[src/rtl/mc_pkg.sv]
// Package: shared encodings for the macrocell and the per-register next-state rule.
// Assumes: configuration values are static while clock sources are active.
package mc_pkg;

    typedef enum logic {
        CLK_FROM_TERM = 1'b0,
        CLK_FROM_PIN  = 1'b1
    } clk_src_e;

    typedef enum logic {
        KIND_D = 1'b0,
        KIND_T = 1'b1
    } reg_kind_e;

    // Next value of a register for a plain clocked update.
    function automatic logic dt_next(input reg_kind_e kind, input logic cur, input logic d);
        return (kind == KIND_T) ? (cur ^ d) : d;
    endfunction

endpackage

[src/rtl/mc_clk_edge.sv]
// Module: picks a register's clock source and turns its rising level into a
// one-cycle event in the clk domain.
// Assumes: sources are slower than clk and stay high or low for at least one clk period.
module mc_clk_edge
    import mc_pkg::*;
(
    input  logic     clk,
    input  logic     rst_n,
    input  clk_src_e src,
    input  logic     term_clk,
    input  logic     pin_clk,
    output logic     fire
);

    logic sel_lvl;
    logic prev_q;

    // Clock multiplexer between the product term and the pin.
    always_comb sel_lvl = (src == CLK_FROM_PIN) ? pin_clk : term_clk;

    // History of the selected level for edge detection.
    always_ff @(posedge clk) begin
        if (!rst_n) prev_q <= 1'b0;
        else        prev_q <= sel_lvl;
    end

    assign fire = sel_lvl & ~prev_q;

    // An event is never seen on two cycles in a row for a single rise.
    assert_single_event_R4: assert property (@(posedge clk) disable iff (!rst_n)
        fire |=> !fire);

endmodule

[src/rtl/mc_register.sv]
// Module: one macrocell register with D/T behaviour, an asynchronous clear,
// a synchronous preset and a preload path.
// Assumes: fire is a single-cycle event; arst is applied straight to the output.
module mc_register
    import mc_pkg::*;
(
    input  logic      clk,
    input  logic      rst_n,
    input  reg_kind_e kind,
    input  logic      fire,
    input  logic      arst,
    input  logic      preset,
    input  logic      pl_mode,
    input  logic      pl_pick,
    input  logic      pl_val,
    input  logic      sum,
    output logic      q
);

    logic state_q;
    logic state_d;

    // Priority: clear, then preload, then preset, then the D/T update.
    always_comb begin
        state_d = state_q;
        if (arst) begin
            state_d = 1'b0;
        end else if (fire) begin
            if (pl_mode)     state_d = pl_pick ? pl_val : state_q;
            else if (preset) state_d = 1'b1;
            else             state_d = dt_next(kind, state_q, sum);
        end
    end

    // Stored state with power-on clear.
    always_ff @(posedge clk) begin
        if (!rst_n) state_q <= 1'b0;
        else        state_q <= state_d;
    end

    // Clear acts at once on the visible value.
    assign q = state_q & ~arst;

    assert_poweron_clear_R1: assert property (@(posedge clk)
        !rst_n |=> (state_q == 1'b0));

    assert_d_load_R2: assert property (@(posedge clk) disable iff (!rst_n)
        (fire && kind == KIND_D && !arst && !preset && !pl_mode) |=> (state_q == $past(sum)));

    assert_t_flip_R3: assert property (@(posedge clk) disable iff (!rst_n)
        (fire && kind == KIND_T && sum && !arst && !preset && !pl_mode) |=> (state_q != $past(state_q)));

    assert_quiet_hold_R4: assert property (@(posedge clk) disable iff (!rst_n)
        (!fire && !arst) |=> $stable(state_q));

    assert_clear_wins_R5: assert property (@(posedge clk) disable iff (!rst_n)
        arst |=> (state_q == 1'b0));

    assert_preset_set_R6: assert property (@(posedge clk) disable iff (!rst_n)
        (fire && preset && !arst && !pl_mode) |=> state_q);

    assert_preload_load_R7: assert property (@(posedge clk) disable iff (!rst_n)
        (fire && pl_mode && pl_pick && !arst) |=> (state_q == $past(pl_val)));

    assert_preload_keep_R7: assert property (@(posedge clk) disable iff (!rst_n)
        (pl_mode && !pl_pick && !arst) |=> $stable(state_q));

endmodule

[src/rtl/mc_output.sv]
// Module: output path select, polarity, pad drive enable and pad feedback.
// Assumes: the pad itself is modelled outside; pad_in is the level applied externally.
module mc_output (
    input  logic cfg_registered,
    input  logic cfg_invert,
    input  logic reg_q,
    input  logic sum,
    input  logic oe_term,
    input  logic pad_in,
    output logic pad_out,
    output logic pad_oe,
    output logic fb_pad
);

    logic core;

    // Registered or pass-through source, then polarity.
    always_comb begin
        core    = cfg_registered ? reg_q : sum;
        pad_out = core ^ cfg_invert;
    end

    // Driver enable and the level seen back at the pad.
    always_comb begin
        pad_oe = oe_term;
        fb_pad = oe_term ? pad_out : pad_in;
    end

endmodule

[src/rtl/dual_reg_macrocell.sv]
// Module: top of one output logic cell with NUM_REGS independently clocked
// registers, one of which (OUT_REG) can drive the pad.
// Assumes: configuration inputs are static while clock sources toggle.
module dual_reg_macrocell
    import mc_pkg::*;
#(
    parameter int NUM_REGS = 2,
    parameter int OUT_REG  = 0,
    localparam int SEL_W   = (NUM_REGS > 1) ? $clog2(NUM_REGS) : 1
) (
    input  logic                clk,
    input  logic                rst_n,
    input  logic [NUM_REGS-1:0] sum_in,
    input  logic [NUM_REGS-1:0] clk_term,
    input  logic                clk_pin,
    input  logic [NUM_REGS-1:0] areset,
    input  logic                sync_preset,
    input  logic                oe_term,
    input  logic [NUM_REGS-1:0] cfg_toggle_mode,
    input  logic [NUM_REGS-1:0] cfg_pin_clock,
    input  logic                cfg_registered,
    input  logic                cfg_invert,
    input  logic                preload_en,
    input  logic [SEL_W-1:0]    preload_sel,
    input  logic                pad_in,
    output logic                pad_out,
    output logic                pad_oe,
    output logic [NUM_REGS-1:0] fb_reg,
    output logic                fb_pad
);

    logic [NUM_REGS-1:0] fire;

    for (genvar i = 0; i < NUM_REGS; i++) begin : g_reg
        mc_clk_edge u_edge (
            .clk      (clk),
            .rst_n    (rst_n),
            .src      (clk_src_e'(cfg_pin_clock[i])),
            .term_clk (clk_term[i]),
            .pin_clk  (clk_pin),
            .fire     (fire[i])
        );

        mc_register u_reg (
            .clk     (clk),
            .rst_n   (rst_n),
            .kind    (reg_kind_e'(cfg_toggle_mode[i])),
            .fire    (fire[i]),
            .arst    (areset[i]),
            .preset  (sync_preset),
            .pl_mode (preload_en),
            .pl_pick (preload_sel == SEL_W'(i)),
            .pl_val  (pad_in),
            .sum     (sum_in[i]),
            .q       (fb_reg[i])
        );
    end

    mc_output u_out (
        .cfg_registered (cfg_registered),
        .cfg_invert     (cfg_invert),
        .reg_q          (fb_reg[OUT_REG]),
        .sum            (sum_in[OUT_REG]),
        .oe_term        (oe_term),
        .pad_in         (pad_in),
        .pad_out        (pad_out),
        .pad_oe         (pad_oe),
        .fb_pad         (fb_pad)
    );

    assert_reg_path_R8: assert property (@(posedge clk) disable iff (!rst_n)
        cfg_registered |-> (pad_out == (fb_reg[OUT_REG] ^ cfg_invert)));

    assert_pad_release_R9: assert property (@(posedge clk) disable iff (!rst_n)
        !oe_term |-> (fb_pad == pad_in));

endmodule

[config.mk]
export PLATFORM = sky130hd
export DESIGN_NAME = dual_reg_macrocell
export DESIGN_NICKNAME = d
export VERILOG_FILES = /design/src/rtl/mc_pkg.sv /design/src/rtl/mc_clk_edge.sv /design/src/rtl/mc_register.sv /design/src/rtl/mc_output.sv /design/src/rtl/dual_reg_macrocell.sv
export SDC_FILE = /design/constraint.sdc
export NUM_CORES = 1
export LEC_CHECK = 0
export BUFFER_PORTS_ARGS = -buffer_cell sky130_fd_sc_hd__buf_2
export CAP_MARGIN = 20
export CORE_AREA = 5 5 42 44
export DETAILED_ROUTE_END_ITERATION = 6
export DIE_AREA = 0 0 47 49
export PLACE_DENSITY = 0.55
export SLEW_MARGIN = 15
export SYNTH_ARGS = -nofsm -noshare
export SYNTH_HDL_FRONTEND = slang
export SYNTH_HIERARCHICAL = 1
export SYNTH_SLANG_ARGS = --single-unit
[constraint.sdc]
create_clock -name clk -period 2.7 [get_ports clk]
set_clock_uncertainty 0.2 [all_clocks]
set_input_delay 0.27 -clock clk [delete_from_list [all_inputs] [get_ports clk]]
set_output_delay 0.27 -clock clk [all_outputs]
set_load 0.02 [all_outputs]
==> results.yml <==
clock_tree:
  cts_buffers: 3
  cts.repair.resized: 0
  htreeDepth: 1
  cts_tree: "done"
  path_clk_slew_ns: 0.04
  cts_root_buffer: "clkbuf_4"
  ctsHoldBuffers: 0
  clk_latency_ns: 0.23
  cts.path.max_buffers: 2
  cts_setup_buffers: 0
  numClockSinks: 4
floorplanning:
  pin_count: 25
  core-area_mm2: 0.001401
  dieArea_mm2: 0.002303
  die_h_um: 49
  num_rows: 14
  die_w_um: 47
  start_util_pct: 21.07
grt:
  grt_usage_pct: 8.368
  grt_max_degree: 7
  grt_antenna_before_repair: 0
  grt_overflow: 0
  grt_pass1_vias: 382
  grt_first_pass_wirelength_mm: 1.359
power:
  p_leak_nw: 0.2176
  pwr-share-comb_pct: 27.9
  clkPwrFrac_pct: 38.7
  p_int_mw: 0.1391
  power.switching_mw: 0.05288
  p_seq_share_pct: 33.4
  powerDensity_mw_per_mm2: 426.1
  vdd_drop_max_mv: 0.1769
  swShare_pct: 27.55
timing:
  finalSetupViolCount: 0
  finalSetupTns_ns: 0
  rsz0062_at_grt: "false"
  finalCritPeriodShare_pct: 68.80
  slew_violations: 0
  hold_viol: 0
  max_slew_margin_pct: 83.51
  fin_hold_ws_ns: 0.1066
  fmax_mhz: 538.3
  tightest_slew_ns: 0.2465
  period_needed_ns: 1.858
routing:
  ant_nets: 0
  wire_per_inst_um: 10.35
  detail_route.vias_per_cell: 4.467
  dr.pass1.iters: 4
  num_vias: 335
  drt_iter0_markers: 1
  route.detailed.drc: 0
  wirelength_um: 776
yosys:
  synth_top_cell_area_share_pct: 27.12
  synth_area_um2: 295.3
  ys_warn_count: 6
  synth.ff_latch_count: 4
  synth_top_cell_by_area: "dfxtp_1"
  synthArstFlopShare_pct: 0
  synth-main-ff-cell: "dfxtp_1"
  ys_seq_area_share_pct: 27.12
  synth_common_cells: "4 x dfxtp_1, 4 x nor2_1, 4 x nor2b_1"
  syn_inst: 33
  synth-edff-count: 0
  yosys-top-cells-area: "dfxtp_1 27%, mux2i_1 10%, a311oi_2 10%, nor2b_1 8.5%, nand4b_1 5.9%"
  synth.avg_cell_area_um2: 8.948
  synth_nets: 53
  synth_cell_types: 15
placement:
  dp.cells: 72
  place_hpwl_um: 689.2
  gp_congestion: 0.6472
  io_buffer_count: 24
worst_setup_path:
  arrival_ns: 1.39
  critPathMaxFanout: 3
  startpoint: "g_reg[0].u_reg/state_q$_SDFFE_PP0P_"
  critical_path_class: "register to output pin"
  required_ns: 2.23
  r2r-start: "g_reg[0].u_edge/prev_q$_SDFF_PN0_"
  cp-start-kind: "register"
  cp-end-kind: "output pin"
status:
  outcome: "completed"
final_layout:
  area_growth_pct: 52.54
  utilization_pct: 32.14
  finalNonFillerCells: 75
  fin_nets: 81
  drive_above_1_share_pct: 50.85
  antenna_cells: 0
hold_path:
  holdCritPathClass: "primary input to register"
  min_from: "rst_n"
run:
  max-cap-violations: 0
==> routing by layer <==
layer	share of wire, %	vias up	global-route usage, %
li1	-	169	-
met1	44	140	10.28
met2	40	26	10.18
met3	16	0	2.583
met4	0	0	9.217
met5	0	-	0
==> worst max-delay path: stages (launching register included) <==
cell     delay, ns
dfxtp_1       0.33
nor2b_1       0.17
mux2i_1       0.10
xnor2_1       0.14
mux2_4        0.25
buf_2         0.16
==> sequential cells by signal, summed over array words and instances (netlist names) <==
register         cells
g.u_edge/prev_q      2
g.u_reg/state_q      2
==> layout by cell type (no fill, tap or decap) <==
cell type / n
buf_2: 24
nor2b_1: 4
nor2_1: 4
dfxtp_1: 4
clkbuf_4: 3
mux2i_1: 3
nand2_1: 2
xor2_1: 2
nand4b_1: 2
nand3b_1: 2
nand2b_1: 2
a21oi_1: 2
a311oi_2: 2
inv_1: 1
xnor2_1: 1
mux2_4: 1
==> cells by family (layout without fill, tap and decap cells) <==
group,count (synthesis),after routing,synth area share [%]
buffers and inverters,2,28,3.813
XOR/XNOR,3,3,8.900
AND/OR/NAND/NOR,16,16,31.35
AO/OA/AOI/OAI,4,4,13.56
flip-flops,4,4,27.12
multiplexers,4,4,15.25
==> area by class of cell <==
type / instances / area, um^2
clock buffer: 3 / 22.52
multi-input combinational: 27 / 203.9
timing repair buffer: 24 / 120.1
sequential: 4 / 80.08
fill: 170 / 950.9
tap: 16 / 20.02
inverter: 1 / 3.754
==> worst paths after layout <==
path	to	slack, ns	cells after the start
min	g_reg[0].u_edge/prev_q$_SDFF_PN0_	0.11	2
max	fb_pad	0.84	5
max reg2reg	g_reg[0].u_reg/state_q$_SDFFE_PP0P_	1.56	4
min reg2reg	g_reg[1].u_reg/state_q$_SDFFE_PP0P_	0.36	2
==> power groups by stage <==
stage	clock network, mW	logic [mW]	registers [mW]
3_5_place_dp	0	0.0542	0.0652
5_1_grt	0.0874	0.0595	0.0646
6_report	0.0742	0.0536	0.0642
2_1_floorplan	0	0.0308	0.0648
4_1_cts	0.0816	0.0544	0.0642
3_3_place_gp	0	0.0536	0.0651
==> stage by stage <==
| stage | power (mW) | setup WS, ns | cell area [um^2] |
|---|---|---|---|
| after floorplan | 0.09560 | 0.6472 | 295.3 |
| after global placement | 0.1187 | 1.075 | 427.9 |
| after detailed placement | 0.1194 | 1.069 | 427.9 |
| after CTS | 0.2001 | 0.8122 | 450.4 |
| after global routing | 0.2115 | 0.7376 | 450.4 |
| final | 0.1919 | 0.8423 | 450.4 |
No activity file was read; power rests on OpenSTA's default activity.
